[src/rtl/lsg_pkg.sv]
package lsg_pkg;
  typedef enum logic [1:0] {
    PS_OFF   = 2'd0,
    PS_WAKE1 = 2'd1,
    PS_WAKE2 = 2'd2,
    PS_ON    = 2'd3
  } pwr_e;
endpackage

[src/rtl/lsg_axis.sv]
// One timing axis: position counter plus region decode.
module lsg_axis #(
  parameter int CNT_W = 8
) (
  input  logic             clk,
  input  logic             rst,
  input  logic             clr,
  input  logic             step,
  input  logic [CNT_W-1:0] tot,
  input  logic [CNT_W-1:0] act,
  input  logic [CNT_W-1:0] sp,
  input  logic [CNT_W-1:0] sw,
  output logic [CNT_W-1:0] pos,
  output logic             last,
  output logic             in_act,
  output logic             in_sync
);
  logic [CNT_W:0] pos_x, sp_x, end_x;

  always_comb begin
    pos_x   = {1'b0, pos};
    sp_x    = {1'b0, sp};
    end_x   = {1'b0, sp} + {1'b0, sw};
    last    = (pos == tot - 1'b1);
    in_act  = (pos < act);
    in_sync = (pos_x >= sp_x) && (pos_x < end_x);
  end

  always_ff @(posedge clk) begin
    if (rst || clr)
      pos <= '0;
    else if (step)
      pos <= last ? '0 : pos + 1'b1;
  end
endmodule

[src/rtl/lsg_power.sv]
// Run/stop sequencer: status walks one step per frame boundary.
module lsg_power
  import lsg_pkg::*;
(
  input  logic clk,
  input  logic rst,
  input  logic run,
  input  logic frame_end,
  output pwr_e stat,
  output logic load
);
  always_comb load = ((stat == PS_OFF) && run) || frame_end;

  always_ff @(posedge clk) begin
    if (rst)
      stat <= PS_OFF;
    else if (stat == PS_OFF) begin
      if (run) stat <= PS_WAKE1;
    end else if (frame_end) begin
      if (run && stat != PS_ON)
        stat <= pwr_e'(stat + 2'd1);
      else if (!run)
        stat <= pwr_e'(stat - 2'd1);
    end
  end
endmodule

[src/rtl/lsg_shadow.sv]
// Frame-synchronous copy of the timing words and polarity.
module lsg_shadow #(
  parameter int CFG_W = 32
) (
  input  logic             clk,
  input  logic             rst,
  input  logic             load,
  input  logic [CFG_W-1:0] hc_in,
  input  logic [CFG_W-1:0] hs_in,
  input  logic [CFG_W-1:0] vl_in,
  input  logic [CFG_W-1:0] vs_in,
  input  logic             hpol_in,
  input  logic             vpol_in,
  output logic [CFG_W-1:0] hc_q,
  output logic [CFG_W-1:0] hs_q,
  output logic [CFG_W-1:0] vl_q,
  output logic [CFG_W-1:0] vs_q,
  output logic             hpol_q,
  output logic             vpol_q
);
  always_ff @(posedge clk) begin
    if (rst) begin
      hc_q <= '0; hs_q <= '0; vl_q <= '0; vs_q <= '0;
      hpol_q <= 1'b0; vpol_q <= 1'b0;
    end else if (load) begin
      hc_q <= hc_in; hs_q <= hs_in; vl_q <= vl_in; vs_q <= vs_in;
      hpol_q <= hpol_in; vpol_q <= vpol_in;
    end
  end
endmodule

[src/rtl/lcd_sync_gen.sv]
module lcd_sync_gen
  import lsg_pkg::*;
#(
  parameter int CFG_W = 32,
  localparam int FLD_W = CFG_W / 2,
  localparam int HX_W  = FLD_W + 3
) (
  input  logic             clk,
  input  logic             rst,
  input  logic             run,
  input  logic [CFG_W-1:0] h_count_cfg,
  input  logic [CFG_W-1:0] h_sync_cfg,
  input  logic [CFG_W-1:0] v_line_cfg,
  input  logic [CFG_W-1:0] v_sync_cfg,
  input  logic             hs_active_low,
  input  logic             vs_active_low,
  output logic             hsync,
  output logic             vsync,
  output logic             de,
  output logic [HX_W-1:0]  x_pos,
  output logic [FLD_W-1:0] y_pos,
  output logic [1:0]       pwr_stat
);
  pwr_e stat;
  logic load, running, frame_end;
  logic [CFG_W-1:0] hc_q, hs_q, vl_q, vs_q;
  logic hpol_q, vpol_q;
  logic [HX_W-1:0]  hpos;
  logic [FLD_W-1:0] vpos;
  logic h_last, h_act, h_sync, v_last, v_act, v_sync;

  // Horizontal fields scale from 8-dot units to dots.
  function automatic logic [HX_W-1:0] dots(input logic [FLD_W-1:0] f);
    return {f, 3'b000};
  endfunction

  always_comb begin
    running   = (stat != PS_OFF);
    frame_end = running && h_last && v_last;
  end

  lsg_power u_pwr (
    .clk(clk), .rst(rst), .run(run), .frame_end(frame_end),
    .stat(stat), .load(load)
  );

  lsg_shadow #(.CFG_W(CFG_W)) u_shd (
    .clk(clk), .rst(rst), .load(load),
    .hc_in(h_count_cfg), .hs_in(h_sync_cfg),
    .vl_in(v_line_cfg), .vs_in(v_sync_cfg),
    .hpol_in(hs_active_low), .vpol_in(vs_active_low),
    .hc_q(hc_q), .hs_q(hs_q), .vl_q(vl_q), .vs_q(vs_q),
    .hpol_q(hpol_q), .vpol_q(vpol_q)
  );

  lsg_axis #(.CNT_W(HX_W)) u_h (
    .clk(clk), .rst(rst), .clr(!running), .step(running),
    .tot(dots(hc_q[FLD_W-1:0])), .act(dots(hc_q[CFG_W-1:FLD_W])),
    .sp(dots(hs_q[FLD_W-1:0])),  .sw(dots(hs_q[CFG_W-1:FLD_W])),
    .pos(hpos), .last(h_last), .in_act(h_act), .in_sync(h_sync)
  );

  lsg_axis #(.CNT_W(FLD_W)) u_v (
    .clk(clk), .rst(rst), .clr(!running), .step(running && h_last),
    .tot(vl_q[FLD_W-1:0]), .act(vl_q[CFG_W-1:FLD_W]),
    .sp(vs_q[FLD_W-1:0]),  .sw(vs_q[CFG_W-1:FLD_W]),
    .pos(vpos), .last(v_last), .in_act(v_act), .in_sync(v_sync)
  );

  // Registered output stage, all outputs aligned to the same dot.
  always_ff @(posedge clk) begin
    if (rst) begin
      x_pos <= '0; y_pos <= '0; de <= 1'b0;
      hsync <= 1'b0; vsync <= 1'b0; pwr_stat <= 2'd0;
    end else begin
      pwr_stat <= stat;
      if (running) begin
        x_pos <= hpos;
        y_pos <= vpos;
        de    <= h_act && v_act;
        hsync <= h_sync ^ hpol_q;
        vsync <= v_sync ^ vpol_q;
      end else begin
        x_pos <= '0;
        y_pos <= '0;
        de    <= 1'b0;
        hsync <= hs_active_low;
        vsync <= vs_active_low;
      end
    end
  end
endmodule

[config.mk]
export PLATFORM = sky130hd
export DESIGN_NAME = lcd_sync_gen
export DESIGN_NICKNAME = d
export VERILOG_FILES = /design/src/rtl/lsg_pkg.sv /design/src/rtl/lsg_axis.sv /design/src/rtl/lsg_power.sv /design/src/rtl/lsg_shadow.sv /design/src/rtl/lcd_sync_gen.sv
export SDC_FILE = /design/constraint.sdc
export NUM_CORES = 1
export LEC_CHECK = 0
export BUFFER_PORTS_ARGS = -buffer_cell sky130_fd_sc_hd__clkbuf_2
export CAP_MARGIN = 10
export CORE_ASPECT_RATIO = 0.6
export CORE_MARGIN = 5
export CORE_UTILIZATION = 40
export CTS_CLUSTER_DIAMETER = 200
export DETAILED_ROUTE_END_ITERATION = 8
export GPL_TIMING_DRIVEN = 1
export PLACE_DENSITY = 0.57
export SYNTH_ARGS = -nofsm -noshare
export SYNTH_HDL_FRONTEND = slang
export SYNTH_SLANG_ARGS = --single-unit
[constraint.sdc]
create_clock -name clk -period 6.47 [get_ports clk]
set_clock_uncertainty 0.05 [all_clocks]
set_input_delay 0 -clock clk [delete_from_list [all_inputs] [get_ports clk]]
set_output_delay 0 -clock clk [all_outputs]
set_load 0.02 [all_outputs]
After elaboration in Yosys (flattened, before gate mapping)

Cells that the tools add are included.

Reduce and logical (&&, ||, !) cells: 15
Muxes and demuxes: 9
Order comparisons: 6
Eq/ne operators: 5
Add/sub/neg operators: 8
Bitwise gates (word level): 3

Operators with widths:

| kind                                                | number |
|---|---|
| adder 19 x 19 -> 20 bit                             | 1 |
| < comparator 19 x 20 -> 1 bit                       | 1 |
| adder 19 x 1 -> 19 bit (second input constant)      | 1 |
| == test 19 bit                                      | 1 |
| >= comparator 19 bit                                | 1 |
| < comparator 19 bit                                 | 1 |
| two-way mux 19 bit                                  | 1 |
| subtractor 19 x 1 -> 19 bit (second input constant) | 1 |
| adder 16 x 16 -> 17 bit                             | 1 |
| < comparator 16 x 17 -> 1 bit                       | 1 |
| adder 16 x 1 -> 16 bit (second input constant)      | 1 |
| == test 16 bit                                      | 1 |
| >= comparator 16 bit                                | 1 |
| < comparator 16 bit                                 | 1 |
| two-way mux 16 bit                                  | 1 |
| subtractor 16 x 1 -> 16 bit (second input constant) | 1 |
| two-way mux 2 bit                                   | 5 |
| logical AND 1 bit                                   | 7 |
| != test 2 bit (second input constant)               | 2 |
| nonzero test 2 bit                                  | 2 |
| != test 3 x 1 -> 1 bit (second input constant)      | 1 |
| AND reduction 3 bit                                 | 1 |
| adder 2 x 1 -> 2 bit (second input constant)        | 1 |
| logical NOT 2 bit                                   | 1 |
| 7 further kinds                                     | 10 |

Input port bits: 133
Output and inout bits: 40
Register bits after elaboration: 207
Word-level logic and storage cells: 61

Logic depth before layout (Yosys ltp)

Word-level depth: 6
Mapped depth: 17

Modules after synthesis

From an unflattened synthesis, not the netlist that was laid out.

Cell total of the unflattened synthesis: 1387
Area, all modules: 12707.2 um2

By module, submodules not included:

| module          | area an instance (um2) | cells each | instances |
|---|---|---|---|
| lsg_shadow      | 4695.8                 | 419        | 1 |
| lsg_axis at u_h | 3711.1                 | 482        | 1 |
| lsg_axis at u_v | 3021.6                 | 380        | 1 |
| lcd_sync_gen    | 1161.1                 | 93         | 1 |
| lsg_power       | 117.6                  | 13         | 1 |

Least setup slack after synthesis

Ideal clock, no wire load.

Path kind: register to register
Start point: reg u_shd.vs_q[1]
End point: reg vsync
Cell stages (with the launch flop): 18
Arrival time: 3.981 ns
Required time: 6.334 ns
Clock period less this slack: 4.116 ns
Setup slack: 2.354 ns
Cell sequence: dfxtp_1 -> ha_1 -> a21o_1 -> a21o_1 -> a2111oi_0 -> o31ai_1 -> o41a_1 -> a21o_1 -> a21oi_1 -> xor2_1 -> ha_1 -> a2111oi_0 -> a221oi_1 -> nand2_1 -> a41oi_1 -> a22oi_1 -> xnor2_1 -> a211oi_1

Word-level cells in the longest chain between the ends: 5

RTL lines:

| element                       | RTL line           | source |
|---|---|---|
| start: declaration            | lsg_shadow.sv:17   | `output logic [CFG_W-1:0] vs_q,` |
| start signal: assignment      | lsg_shadow.sv:26   | `hc_q <= hc_in; hs_q <= hs_in; vl_q <= vl_in; vs_q <= vs_in;` |
| adder 16 x 16 -> 17 bit       | lsg_axis.sv:23     | `end_x = {1'b0, sp} + {1'b0, sw};` |
| < comparator 16 x 17 -> 1 bit | lsg_axis.sv:26     | `in_sync = (pos_x >= sp_x) && (pos_x < end_x);` |
| logical AND 1 bit (*)         | lsg_axis.sv:26     |  |
| XOR 1 bit (*)                 | lcd_sync_gen.sv:82 | `vsync <= v_sync ^ vpol_q;` |
| two-way mux 1 bit (*)         | lcd_sync_gen.sv:77 | `if (running) begin` |
| end signal: assignment        | lcd_sync_gen.sv:82 |  |
| end signal: assignment        | lcd_sync_gen.sv:88 | `vsync <= vs_active_low;` |
| end: declaration              | lcd_sync_gen.sv:18 | `output logic vsync,` |

Mark *: on every way between the ends. The rest lies on a longest branch, timed or not.
A chain may end at the register's enable or synchronous reset.

Worst setup path in the final report

Same ends and word-level chain as after synthesis.

==> metrics.md <==
| Metric | Value |
|---|---|
| Worst-Skew Late Latency | 0.53 ns |
| Post-synthesis sequential area ratio | 0.3335 |
| Layout cells sized above 1 | 0.1341 |
| Slew margin rel. | 0.1755 |
| Post-synthesis register bit count | 207 |
| PwrDens | 211.8 mW/mm² |
| Worst hold path depth | 4 |
| Die height | 146.5 µm |
| Worst setup SP type | flip-flop |
| DR pass1 iterations | 5 |
| DRT iter0 DRCs | 647 |
| Worst Reg-to-Reg Cells | 17 |
| Synth async-reset ratio | 0 |
| Multi-input gate area in the final layout | 0.007635 mm² |
| Worst hold-check path type | in -> reg |
| CTS clk-pin slew, worst paths | 0.06 ns |
| Total CTS buffers | 23 |
| Worst VDD drop | 0.1505 mV |
| Max Cap Viol | 0 |
| Setup TNS | 0 ns |
| Most frequent cells in the layout | nand2_1 (300), dfxtp_1 (207), clkbuf_2 (172) |
| Worst endpoint required time | 6.85 ns |
| Clock tree buffer depth | 3 |
| Final critical-path required period | 4.915 ns |
| Area grow syn2layout | 26.21% |
| Most common cell after layout, fill and taps aside | nand2_1 |
| Initial Util | 0.4021 |
| Library cells used by synthesis | 64 |
| FF/Latch Area | 0.004144 mm² |
| Fill count | 2903 |
| Syn Nets | 1724 |
| Crit path depth | 17 |
| Die area | 0.03481 mm² |
| Mapped Cells | 1460 |
| TritonCTS clock tree | yes |
| TritonCTS Sinks | 207 |
| Pleak | 7.318 nW |
| Row Count | 50 |
| Ports | 173 |
| Drt drc | 0 |
| Fmax | 203.4 MHz |
| Final Hold Vio Count | 0 |
| Synthesized cell area | 0.01243 mm² |
| Final setup viols | 0 |
| Core Util, Final | 0.5074 |
| GP Congestion | 0.8306 |
| Setup Crit Path Kind | reg -> reg |
| Initial antenna violation count | 1 |
| GRT overflow | 0 |
| Chip width | 237.5 µm |
| Crit path max-delay family | compound AO/OA/AOI/OAI gates |
| H-tree depth | 1 |
| DR WL/cell | 16.20 µm |
| Final Max Slew Viols | 0 |
| Crit path DAT | 5.29 ns |
| CP bufs+invs | 0 |
| # nets final | 2001 |
| Number of flops mapped to enable cells by yosys | 0 |
| CP max stage delay | 0.72 ns |
| Maximum number of pins on one net before global-route repair | 184 |
| Crit end category | flip-flop |
| Cell mode on critical path | a21o_1 |
| CTS root buffer | clkbuf_16 |
| Global-route wire length before repair | 56.45 mm |
| Status | completed |
| Port bufs | 172 |
| Avg Synthesized Cell Area | 8.511 µm² |
| Antenna Nets Post-Route | 0 |
| Primary FF master, synth | dfxtp_1 |
| HPWL Detailed | 25.48 mm |
| Vias | 10790 |
| RSZ-0062 raised after global routing | no |
| Final period util | 0.7597 |
| Final WL | 35.15 mm |
| Core area | 0.03090 mm² |
| Cell-by-cell trace of the critical path | ha_1 -> a21o_1 -> a21o_1 -> a2111oi_0 -> o31ai_1 -> o41a_1 -> a21o_1 -> a21oi_1 -> xor2_1 -> ha_1 -> a2111oi_0 -> a221oi_1 -> nand2_1 -> a41oi_1 -> a22oi_1 -> xnor2_1 -> a211oi_1 |
| Slowest CP cell | a2111oi_0 |
| Via density | 4.973 |
| Synth Warn # | 0 |
| CP Max Fanout | 4 |
| Slew at the pin closest to its max-slew limit | 1.237 ns |
| Vias in the first global route | 10680 |
| Total GRT Usage | 0.1975 |
-- synthesized netlist by cell type, drive strengths merged, types with 3 or more instances --
cell,n,area share
or4,4,0.0024
o31ai,8,0.0048
clkbuf,44,0.013
nand3,23,0.010
xor2,52,0.037
or2,9,0.0045
o2111ai,5,0.0035
buf,18,0.013
xnor2,39,0.027
nor3,26,0.010
nand4,23,0.012
and4,4,0.0028
nand2b,10,0.0050
dfxtp,207,0.33
a41oi,3,0.0021
and2,4,0.0020
nor2b,44,0.022
a221oi,3,0.0021
o211ai,6,0.0036
ha,129,0.13
nand2,300,0.091
o21ai,38,0.015
mux2i,134,0.11
a31oi,5,0.0025
nor2,74,0.022
or3,9,0.0045
inv,88,0.027
a2111oi,6,0.0057
a211oi,16,0.0097
o21a,8,0.0048
a21o,20,0.012
and3,12,0.0060
nor4,11,0.0067
a211o,5,0.0035
a21oi,45,0.018
-- sequential cells by signal (all words and copies together), names as in the netlist --
name / flops
u_shd.hpol_q: 1
u_shd.vl_q: 32
x_pos: 19
hsync: 1
u_v.pos: 16
u_shd.vpol_q: 1
u_h.pos: 19
de: 1
u_shd.hc_q: 32
u_shd.vs_q: 32
pwr_stat: 2
y_pos: 16
vsync: 1
u_shd.hs_q: 32
u_pwr.stat: 2
-- path summary, 6_finish.rpt --
| path | start | to | slack (ns) |
|---|---|---|---|
| min | v_line_cfg[26] | u_shd.vl_q[26] | 0.20 |
| max | u_shd.vs_q[1] | vsync | 1.55 |
| max reg2reg | u_shd.vs_q[1] | vsync | 1.55 |
| min reg2reg | u_shd.hc_q[16] | u_shd.hc_q[16] | 0.41 |
-- final cells by class --
| class | instances | area share |
|---|---|---|
| well taps | 416 | 0.03319 |
| inverters | 88 | 0.02154 |
| clock inverters | 8 | 0.007819 |
| flip-flops and latches | 207 | 0.2642 |
| diodes | 1 | 0.0001596 |
| repair buffers | 314 | 0.1439 |
| multi-input cells | 1103 | 0.4868 |
| clock buffers | 33 | 0.04229 |
-- worst min-delay path, cell delays in order --
cell and delay, ns:
dlygate4sd3_1 0.53, clkbuf_2 0.10, nand2_1 0.04, mux2i_1 0.05
-- cells by family after synthesis --
logic type,count (synthesis),synth area share
buf+inv,150,0.05316
xor+xnor,91,0.06414
mux,134,0.1079
flops,207,0.3335
compound gates,186,0.1009
fa+ha+maj,131,0.1331
simple gates,561,0.2072
-- stage by stage --
stage                     instance area [µm²]  power (mW)  setup WS, ns  hold slack, ns  cells
after floorplan                         12430       1.763         2.354         0.08881   1460
after global placement                  13570       1.892         1.891          0.1763   1996
after detailed placement                13570       1.904         1.605          0.1793   1996
after CTS                               15680       3.362         1.531          0.1645   2169
after global routing                    15680       3.488         1.096          0.1894   2170
final                                   15680       3.322         1.555          0.1954   2170
-- what timing repair did --
item                      CTS  global route
hold endpoints to repair  137             0
buffers inserted            0             0
hold buffers              132             0
gates resized for setup     0             0
-- report_power, final --
part	leakage, nW	internal, mW	total (mW)	switching, mW
Clock	0.388	0.832	1.38	0.548
Sequential	1.69	1.33	1.38	0.0499
Combinational	5.24	0.272	0.562	0.290
Total	7.32	2.43	3.32	0.888
-- metal layers --
metal | GRT usage | share of wire | routed length [µm] | up-vias
li1 | - | - | - | 5576
met1 | 0.3043 | 0.54 | 19040 | 4967
met2 | 0.2896 | 0.40 | 14050 | 200
met3 | 0.02983 | 0.038 | 1328 | 48
met4 | 0.04325 | 0.021 | 733 | 0
met5 | 0 | 0 | 0 | -
No activity file was read; power rests on OpenSTA's default activity.
